## config.mk

```make
export PLATFORM = sky130hd
export DESIGN_NAME = dram_spacing_tracker
export DESIGN_NICKNAME = d
export VERILOG_FILES = /design/src/rtl/dst_pkg.sv /design/src/rtl/dst_cfg_regs.sv /design/src/rtl/dst_gap_timer.sv /design/src/rtl/dram_spacing_tracker.sv
export SDC_FILE = /design/constraint.sdc
export NUM_CORES = 1
export LEC_CHECK = 0
export ABC_AREA = 1
export BUFFER_PORTS_ARGS = -buffer_cell sky130_fd_sc_hd__buf_4
export CORE_ASPECT_RATIO = 1.4
export CORE_MARGIN = 2
export CORE_UTILIZATION = 45
export CTS_BUF_LIST = sky130_fd_sc_hd__clkbuf_8
export CTS_CLUSTER_SIZE = 28
export DETAILED_ROUTE_END_ITERATION = 10
export PLACE_DENSITY = 0.61
export SLEW_MARGIN = 20
export SYNTH_ARGS = -nofsm -noshare
export SYNTH_HDL_FRONTEND = slang
export SYNTH_SLANG_ARGS = --single-unit
```

## constraint.sdc

```tcl
create_clock -name clk -period 4.6 [get_ports clk]
set_input_delay 1.15 -clock clk [delete_from_list [all_inputs] [get_ports clk]]
set_output_delay 1.15 -clock clk [all_outputs]
set_load 0.02 [all_outputs]
```

## src/rtl/dst_pkg.sv

```systemverilog
package dst_pkg;
    localparam int CNT_W = 4;
    localparam int DLL_W = 3;
    localparam int REG_W = 16;

    typedef enum logic [1:0] {
        CMD_NOP = 2'd0,
        CMD_ACT = 2'd1,
        CMD_RD  = 2'd2,
        CMD_WR  = 2'd3
    } cmd_e;

    typedef struct packed {
        logic [CNT_W-1:0] act_wr;
        logic [CNT_W-1:0] act_rd;
        logic [CNT_W-1:0] wr_wr;
        logic [CNT_W-1:0] wr_rd;
        logic [DLL_W-1:0] dll_safe;
    } timing_cfg_t;
endpackage

```

## src/rtl/dst_cfg_regs.sv

```systemverilog
module dst_cfg_regs
    import dst_pkg::*;
(
    input  logic             clk,
    input  logic             rst_n,
    input  logic             wr_en,
    input  logic             addr,
    input  logic [REG_W-1:0] wdata,
    output logic [REG_W-1:0] rdata,
    output timing_cfg_t      cfg
);
    localparam int WWR_LO = 0;
    localparam int WRD_LO = WWR_LO + CNT_W;
    localparam int AWR_LO = WRD_LO + CNT_W;
    localparam int ARD_LO = 0;
    localparam int DLL_LO = 8;

    logic unused_wbits;
    assign unused_wbits = ^wdata[REG_W-1:AWR_LO+CNT_W];

    always_ff @(posedge clk) begin
        if (!rst_n) begin
            cfg <= '0;
        end else if (wr_en) begin
            if (!addr) begin
                cfg.wr_wr  <= wdata[WWR_LO +: CNT_W];
                cfg.wr_rd  <= wdata[WRD_LO +: CNT_W];
                cfg.act_wr <= wdata[AWR_LO +: CNT_W];
            end else begin
                cfg.act_rd   <= wdata[ARD_LO +: CNT_W];
                cfg.dll_safe <= wdata[DLL_LO +: DLL_W];
            end
        end
    end

    always_comb begin
        rdata = '0;
        if (!addr) begin
            rdata[WWR_LO +: CNT_W] = cfg.wr_wr;
            rdata[WRD_LO +: CNT_W] = cfg.wr_rd;
            rdata[AWR_LO +: CNT_W] = cfg.act_wr;
        end else begin
            rdata[ARD_LO +: CNT_W] = cfg.act_rd;
            rdata[DLL_LO +: DLL_W] = cfg.dll_safe;
        end
    end

    AST_REG0_STORE: assert property (@(posedge clk) disable iff (!rst_n)
        (wr_en && !addr) |=> (cfg.act_wr == $past(wdata[AWR_LO +: CNT_W]) && cfg.wr_wr == $past(wdata[WWR_LO +: CNT_W])));
    AST_REG1_STORE: assert property (@(posedge clk) disable iff (!rst_n)
        (wr_en && addr) |=> (cfg.dll_safe == $past(wdata[DLL_LO +: DLL_W]) && $stable(cfg.wr_rd)));
endmodule

```

## src/rtl/dst_gap_timer.sv

```systemverilog
module dst_gap_timer #(
    parameter int W = 4
) (
    input  logic         clk,
    input  logic         rst_n,
    input  logic         start,
    input  logic [W-1:0] limit,
    output logic         ready
);
    typedef enum logic {GT_READY, GT_WAIT} gt_state_e;

    gt_state_e    state_q, state_d;
    logic [W-1:0] rem_q, rem_d;

    always_comb begin
        state_d = state_q;
        rem_d   = rem_q;
        if (start) begin
            if (limit > W'(1)) begin
                state_d = GT_WAIT;
                rem_d   = limit - W'(1);
            end else begin
                state_d = GT_READY;
                rem_d   = '0;
            end
        end else begin
            unique case (state_q)
                GT_READY: begin
                    rem_d = '0;
                end
                GT_WAIT: begin
                    if (rem_q <= W'(1)) begin
                        state_d = GT_READY;
                        rem_d   = '0;
                    end else begin
                        rem_d = rem_q - W'(1);
                    end
                end
                default: begin
                    state_d = GT_READY;
                    rem_d   = '0;
                end
            endcase
        end
    end

    always_ff @(posedge clk) begin
        if (!rst_n) begin
            state_q <= GT_READY;
            rem_q   <= '0;
        end else begin
            state_q <= state_d;
            rem_q   <= rem_d;
        end
    end

    always_comb begin
        ready = (state_q == GT_READY);
    end

    AST_SHORT_GAP: assert property (@(posedge clk) disable iff (!rst_n)
        (start && limit <= W'(1)) |=> ready);
    AST_RESTART: assert property (@(posedge clk) disable iff (!rst_n)
        (start && limit > W'(1)) |=> (!ready && rem_q == $past(limit) - W'(1)));
    AST_TICK: assert property (@(posedge clk) disable iff (!rst_n)
        (state_q == GT_WAIT && !start) |=> (rem_q == $past(rem_q) - W'(1)));
    AST_READY_EMPTY: assert property (@(posedge clk) disable iff (!rst_n)
        ready |-> (rem_q == '0));
endmodule

```

## src/rtl/dram_spacing_tracker.sv

```systemverilog
module dram_spacing_tracker
    import dst_pkg::*;
#(
    parameter int RANKS = 2,
    parameter int BANKS = 8
) (
    input  logic                     clk,
    input  logic                     rst_n,
    input  logic                     cfg_wr_en,
    input  logic                     cfg_addr,
    input  logic [15:0]              cfg_wdata,
    output logic [15:0]              cfg_rdata,
    input  logic                     cmd_valid,
    input  logic [1:0]               cmd_type,
    input  logic [$clog2(RANKS)-1:0] cmd_rank,
    input  logic [$clog2(BANKS)-1:0] cmd_bank,
    input  logic                     dll_en,
    input  logic [$clog2(RANKS)-1:0] req_rank,
    input  logic [$clog2(BANKS)-1:0] req_bank,
    output logic                     rd_ok,
    output logic                     wr_ok
);
    localparam int RB_N = RANKS * BANKS;
    localparam int BK_W = $clog2(BANKS);
    localparam int IX_W = $clog2(RB_N);

    timing_cfg_t     cfg_q;
    logic [RB_N-1:0] act_rd_rdy, act_wr_rdy;
    logic [RANKS-1:0] wr_wr_rdy, wr_rd_rdy;
    logic            dll_rdy;
    logic            is_act, is_wr;
    logic [IX_W-1:0] req_ix;

    assign is_act = cmd_valid && (cmd_e'(cmd_type) == CMD_ACT);
    assign is_wr  = cmd_valid && (cmd_e'(cmd_type) == CMD_WR);
    assign req_ix = {req_rank, req_bank};

    dst_cfg_regs u_regs (
        .clk   (clk),
        .rst_n (rst_n),
        .wr_en (cfg_wr_en),
        .addr  (cfg_addr),
        .wdata (cfg_wdata),
        .rdata (cfg_rdata),
        .cfg   (cfg_q)
    );

    for (genvar rb = 0; rb < RB_N; rb++) begin : g_bank
        logic hit;
        assign hit = is_act && (cmd_rank == (rb / BANKS)) && (cmd_bank == BK_W'(rb % BANKS));

        dst_gap_timer #(.W(CNT_W)) u_act_rd (
            .clk(clk), .rst_n(rst_n), .start(hit), .limit(cfg_q.act_rd), .ready(act_rd_rdy[rb])
        );
        dst_gap_timer #(.W(CNT_W)) u_act_wr (
            .clk(clk), .rst_n(rst_n), .start(hit), .limit(cfg_q.act_wr), .ready(act_wr_rdy[rb])
        );
    end

    for (genvar r = 0; r < RANKS; r++) begin : g_rank
        logic hit;
        assign hit = is_wr && (cmd_rank == r);

        dst_gap_timer #(.W(CNT_W)) u_wr_wr (
            .clk(clk), .rst_n(rst_n), .start(hit), .limit(cfg_q.wr_wr), .ready(wr_wr_rdy[r])
        );
        dst_gap_timer #(.W(CNT_W)) u_wr_rd (
            .clk(clk), .rst_n(rst_n), .start(hit), .limit(cfg_q.wr_rd), .ready(wr_rd_rdy[r])
        );
    end

    dst_gap_timer #(.W(DLL_W)) u_dll (
        .clk(clk), .rst_n(rst_n), .start(dll_en), .limit(cfg_q.dll_safe), .ready(dll_rdy)
    );

    always_comb begin
        rd_ok = act_rd_rdy[req_ix] && wr_rd_rdy[req_rank] && dll_rdy;
        wr_ok = act_wr_rdy[req_ix] && wr_wr_rdy[req_rank];
    end

    AST_ACT_WR_HOLD: assert property (@(posedge clk) disable iff (!rst_n)
        (is_act && cfg_q.act_wr > 4'd1 && req_rank == cmd_rank && req_bank == cmd_bank)
        |=> (req_rank != $past(req_rank) || req_bank != $past(req_bank) || !wr_ok));
    AST_ACT_RD_HOLD: assert property (@(posedge clk) disable iff (!rst_n)
        (is_act && cfg_q.act_rd > 4'd1 && req_rank == cmd_rank && req_bank == cmd_bank)
        |=> (req_rank != $past(req_rank) || req_bank != $past(req_bank) || !rd_ok));
    AST_WR_WR_HOLD: assert property (@(posedge clk) disable iff (!rst_n)
        (is_wr && cfg_q.wr_wr > 4'd1 && req_rank == cmd_rank)
        |=> (req_rank != $past(req_rank) || !wr_ok));
    AST_WR_RD_HOLD: assert property (@(posedge clk) disable iff (!rst_n)
        (is_wr && cfg_q.wr_rd > 4'd1 && req_rank == cmd_rank)
        |=> (req_rank != $past(req_rank) || !rd_ok));
    AST_DLL_HOLD: assert property (@(posedge clk) disable iff (!rst_n)
        (dll_en && cfg_q.dll_safe > 3'd1) |=> !rd_ok);
endmodule

```

=== Yosys cells after proc, flatten, opt, wreduce, memory -nomap -nowiden ===
Index checks and enable logic that the tools add are counted.

* Add/sub/neg operators: 42
* $mul: 0
* Div/mod/pow operators: 0
* Order comparisons: 44
* Equal/unequal tests: 9
* Shift-type cells: 0
* Multiplexer cells: 244
* Bitwise operators: 39
* Reduce and logical (&&, ||, !) cells: 28

{| class="wikitable"
|+ Operator list
! kind !! number
|-
| two-way mux 4 bit || 78
|-
| one-hot mux 4 bit (2 select lines) || 36
|-
| subtractor 4 x 1 -> 4 bit (second input constant) || 40
|-
| <= comparator 4 x 1 -> 1 bit (second input constant) || 36
|-
| two-way mux 1 bit || 123
|-
| NOT 1 bit || 39
|-
| logical AND 1 bit || 25
|-
| > comparator 4 x 1 -> 1 bit (second input constant) || 4
|-
| == test 3 bit (second input constant) || 4
|-
| two-way mux 3 bit || 4
|-
| binary-select mux 1 bit (select 4 bit) || 2
|-
| == test 3 x 2 -> 1 bit (second input constant) || 2
|-
| one-hot mux 3 bit (2 select lines) || 1
|-
| subtractor 3 x 1 -> 3 bit (second input constant) || 2
|-
| less-than comparator 4 x 5 -> 1 bit (second input constant) || 1
|-
| AND reduction 2 bit || 2
|-
| == test 3 x 1 -> 1 bit (second input constant) || 1
|-
| > comparator 3 x 1 -> 1 bit (second input constant) || 1
|-
| <= comparator 3 x 1 -> 1 bit (second input constant) || 1
|-
| logical NOT 3 bit || 1
|-
| == test 2 x 1 -> 1 bit (second input constant) || 1
|-
| == test 2 bit (second input constant) || 1
|-
| less-than comparator 1 x 2 -> 1 bit (second input constant) || 1
|}

* Bits in registers: 203
* Latch bits: 0
* Memory bits (writable): 0
* Bits in read-only memories: 0
* Input port bits: 32
* Output and inout port bits: 18
* Logic and storage cells: 485
* Memories: 0

=== Depth between registers and ports, before layout ===
* Depth after elaboration: 5
* Mapped depth: 8

=== Cells and area by module ===
A second synthesis with hierarchy kept.

* Cells, all modules: 2262
* Area total of the unflattened synthesis: 15212.1 um^2

{| class="wikitable"
|+ Modules (own cells, without submodules)
! module !! instances !! cells an instance !! area an instance (um^2) !! seq. area each (um^2)
|-
| dst_gap_timer (g_bank[0].u_act_rd ...) || 36 || 54 || 371.6 || 100.1
|-
| dst_cfg_regs || 1 || 148 || 940.9 || 380.4
|-
| dram_spacing_tracker || 1 || 130 || 601.8 || 0.0
|-
| dst_gap_timer (u_dll) || 1 || 40 || 291.5 || 80.1
|}

=== Least setup slack after synthesis ===
Ideal clock, no wire load.

* Path type: input to output
* Start: in req_bank[0]
* End: out wr_ok
* Arrival time: 2.004 ns
* Data required time: 3.450 ns
* Setup slack: 1.446 ns
* Stages on the path: 7
* Path buffers: 1
* Cell sequence: clkbuf_1 -> nand2_1 -> nand3_1 -> nand3_1 -> nand3_1 -> nand2_1 -> nor2_1

* Longest elaborated chain between the ends: 3

{| class="wikitable"
|+ Ends and longest elaborated chain
! element !! RTL line !! source
|-
| start: declaration || dram_spacing_tracker.sv:19 || <nowiki>input logic [$clog2(BANKS)-1:0] req_bank,</nowiki>
|-
| binary-select mux 1 bit (select 4 bit) || dram_spacing_tracker.sv:78 || <nowiki>wr_ok = act_wr_rdy[req_ix] && wr_wr_rdy[req_rank];</nowiki>
|-
| two-way mux 1 bit (not written as such) || dram_spacing_tracker.sv:78 ||
|-
| logical AND 1 bit || dram_spacing_tracker.sv:78 ||
|-
| end: declaration || dram_spacing_tracker.sv:21 || <nowiki>output logic wr_ok</nowiki>
|}

Every way passes these cells. The select of a mux whose other input is x is not followed.

=== Worst setup path after layout ===
* Start: in req_bank[0]
* End: out rd_ok

* Longest elaborated chain between the ends: 4

{| class="wikitable"
|+ Ends and longest elaborated chain
! element !! RTL line !! source
|-
| binary-select mux 1 bit (select 4 bit) || dram_spacing_tracker.sv:77 || <nowiki>rd_ok = act_rd_rdy[req_ix] && wr_rd_rdy[req_rank] && dll_rdy;</nowiki>
|-
| two-way mux 1 bit (not written as such) || dram_spacing_tracker.sv:77 ||
|-
| logical AND 1 bit (2 in a row) || dram_spacing_tracker.sv:77 ||
|-
| end: declaration || dram_spacing_tracker.sv:20 || <nowiki>output logic rd_ok,</nowiki>
|}

Every way passes these cells. The select of a mux whose other input is x is not followed.

==> results_dict.tcl <==
set metrics [dict create \
    antenna_left 0 \
    ctsResizeCount 0 \
    maxCapViolCount 0 \
    synth_cell_type_count 35 \
    cts.clk_slew.worst_paths_ps 60 \
    finalHoldViolCount 0 \
    finalClockSkew_ps 15.13 \
    max-vdd-ir-drop_mv 0.2649 \
    dp_hpwl_um 18330 \
    cts_buffers 34 \
    cts.sinks 203 \
    p_sw_mw 1.009 \
    wl_per_cell_um 14.23 \
    syn_inst 1596 \
    hold_slack_ps 500.7 \
    power_mw 3.781 \
    track_usage 0.2095 \
    portBuffers 41 \
    area_growth_pct 9.943 \
    layout-drive-gt1-share 0.07617 \
    yosysSeqAreaShare 0.3592 \
    syn-mean-instance-area_um2 7.089 \
    powerDensity_nw_per_um2 303.9 \
    swShare 0.2668 \
    routed_wl_um 27840 \
    layout_worst_path_cycle_share 0.7682 \
    cts_hold_buf 0 \
    p_int_mw 2.772 \
    h-tree-depth 2 \
    crit_path_end_kind "output pin" \
    grt_pass1_vias 9668 \
    top_level_ports 50 \
    setup_tns_ps 0 \
    antenna_found_initial 0 \
    placementRows 68 \
    crit_path_cell_trace "buf_4 > inv_1 > nand2_1 > nand3_1 > nand3_1 > nand3_1 > nand2_1 > nor2_1 > buf_4" \
    avgViaCountPerCell 5.148 \
    synth.area.top_cells "dfxtp_1 36%, nand2_1 12%, ha_1 9.3%, a21oi_1 9.0%, nand3_1 6.7%" \
    crit_slowest_cell "inv_1" \
    cts-root-buf "clkbuf_8" \
    critPathMaxStageDelay_ps 290 \
    setup_viol_count_final 0 \
    initial_core_util 0.4585 \
    critical_path_arrival_ps 2380 \
    grt_max_degree 135 \
    max_freq_mhz 283.0 \
    clk_latency_ps 520 \
    syn_area_um2 11310 \
    combPwrFrac 0.095 \
    synth-async-reset-ratio 0 \
    min_period_ps 3534 \
    total_leakage_power_nw 4.827 \
    relSlewSlack 0.3136 \
    drtPass1Iterations 5 \
    yosysTopAreaCell "dfxtp_1" \
    synth_edf_count 0 \
    core_area_um2 24670 \
    startpoint_type "input port" \
    drv_slew 0 \
    holdCritPathClass "flip-flop to flip-flop" \
    tritoncts "built" \
    drc 0 \
    drt_iter0_drc 472 \
    ys_ff_latch 203 \
    dpl_worst_slack_ps 1058 \
    place_congestion 0.8493 \
    cp_max_fo 22 \
    cts_setup_buffers 0 \
    worst_pin_slew_ps 1027 \
    fp.dieW_um 138.0 \
    final_core_util 0.5041 \
    path_class "input port to output pin" \
    setup_slack_ps 1066 \
    grt_remaining_overflow 0 \
    dieHeight_um 191.6 \
    synth_ff_type "dfxtp_1" \
    grt_pass1_wl_um 45880 \
    crit_top_cell "nand3_1" \
    final_nets 1734 \
    die-area_um2 26440 \
    vias 10070 \
    cts.path.max_buffers 3 \
    pwr-share-seq 0.473 \
    yosysWarnings 0 \
    synth_top_area_share 0.3592 \
    required_ps 3450 \
    outcome "complete, no violations" \
    rsz0062_at_grt "false" \
    diodes 0 \
    pwr-share-clk 0.432 \
]
[metrics by stage]
| stage | instance area [um^2] | std cells |
|---|---|---|
| finish | 12440 | 1956 |
| global route | 12440 | 1956 |
| CTS | 12440 | 1956 |
| detailed placement | 11750 | 1897 |
| global placement | 11750 | 1897 |
| floorplan | 11320 | 1599 |
[area by class of cell]
cell class                      instances  area, um^2
Clock buffer                           44       605.6
Clock inverter                         15       85.08
Fill cell                            2549       12240
Inverter                              208       790.8
Multi-Input combinational cell       1127        6156
Sequential cell                       203        4064
Tap cell                              315       394.1
Timing Repair Buffer                   44       342.8
[cells by family after synthesis]
group           count (synthesis)  share of synthesized area
simple gates                  701                     0.2744
fa+ha+maj                      84                    0.09290
compound gates                285                     0.1344
mux                             1                  0.0008848
other cells                     1                  0.0003315
xor+xnor                       52                    0.04026
flops                         203                     0.3592
buf+inv                       269                    0.09766
[worst paths after layout]
kind	cells after the start	end	start	slack [ps]
hold / removal	2	u_regs.cfg[18]$_SDFFE_PN0P_	u_regs.cfg[18]$_SDFFE_PN0P_	500
setup / recovery	9	rd_ok	req_bank[0]	1070
setup reg to reg	7	g_bank[2].u_act_wr.rem_q[1]$_SDFF_PN0_	u_regs.cfg[15]$_SDFFE_PN0P_	2030
hold reg to reg	2	u_regs.cfg[18]$_SDFFE_PN0P_	u_regs.cfg[18]$_SDFFE_PN0P_	500
[power by group through the flow]
stage          clock network [mW]  registers, mW  logic, mW
2_1_floorplan                   0           1.82      0.225
3_3_place_gp                    0           1.83      0.360
3_5_place_dp                    0           1.83      0.361
4_1_cts                      1.68           1.79      0.362
5_1_grt                      1.76           1.79      0.394
6_report                     1.63           1.79      0.357
[layer usage]
| layer | vias to the layer above | global-route usage | routed length [um] |
|---|---|---|---|
| met3 | 48 | 0.03091 | 897 |
| met2 | 145 | 0.3985 | 14250 |
| li1 | 5194 | - | - |
| met5 | - | 0 | 0 |
| met1 | 4683 | 0.2396 | 11960 |
| met4 | 0 | 0.06868 | 721 |
[placed cells by master, fill, tap and decap left out, drive strengths merged]
master  instances
nand2         355
inv           208
a21oi         207
dfxtp         203
nand3         151
nor2          112
ha             84
o21ai          51
clkbuf         44
buf            44
xor2           40
nand3b         32
nand4          31
o21a           22
clkinv         14
xnor2          12
and2            8
nor3            7
or2             5
conb            4
o21bai          3
a21boi          1
o211ai          1
mux2i           1
bufinv          1
[sequential cells by signal, indices dropped and copies added (netlist names)]
| signal | count |
|---|---|
| g_bank.u_act_rd.rem_q | 64 |
| g_bank.u_act_rd.state_q | 16 |
| g_bank.u_act_wr.rem_q | 64 |
| g_bank.u_act_wr.state_q | 16 |
| g_rank.u_wr_rd.rem_q | 8 |
| g_rank.u_wr_rd.state_q | 2 |
| g_rank.u_wr_wr.rem_q | 8 |
| g_rank.u_wr_wr.state_q | 2 |
| u_dll.rem_q | 3 |
| u_dll.state_q | 1 |
| u_regs.cfg | 19 |
[critical path, delay by kind of cell]
| family | cells | cell delay (ps) |
|---|---|---|
| buf+inv | 3 | 650 |
| simple gates | 6 | 570 |
[cells in the mapped netlist (23+ instances only)]
library cell and number:
nand2_1 354, a21oi_1 203, dfxtp_1 203, inv_1 189, nand3_1 151, nor2_1 103
ha_1 84, o21ai_0 50, xor2_1 40, nand3b_1 32, nand4_1 31, clkbuf_1 23
(Power assumes the default switching activity.)
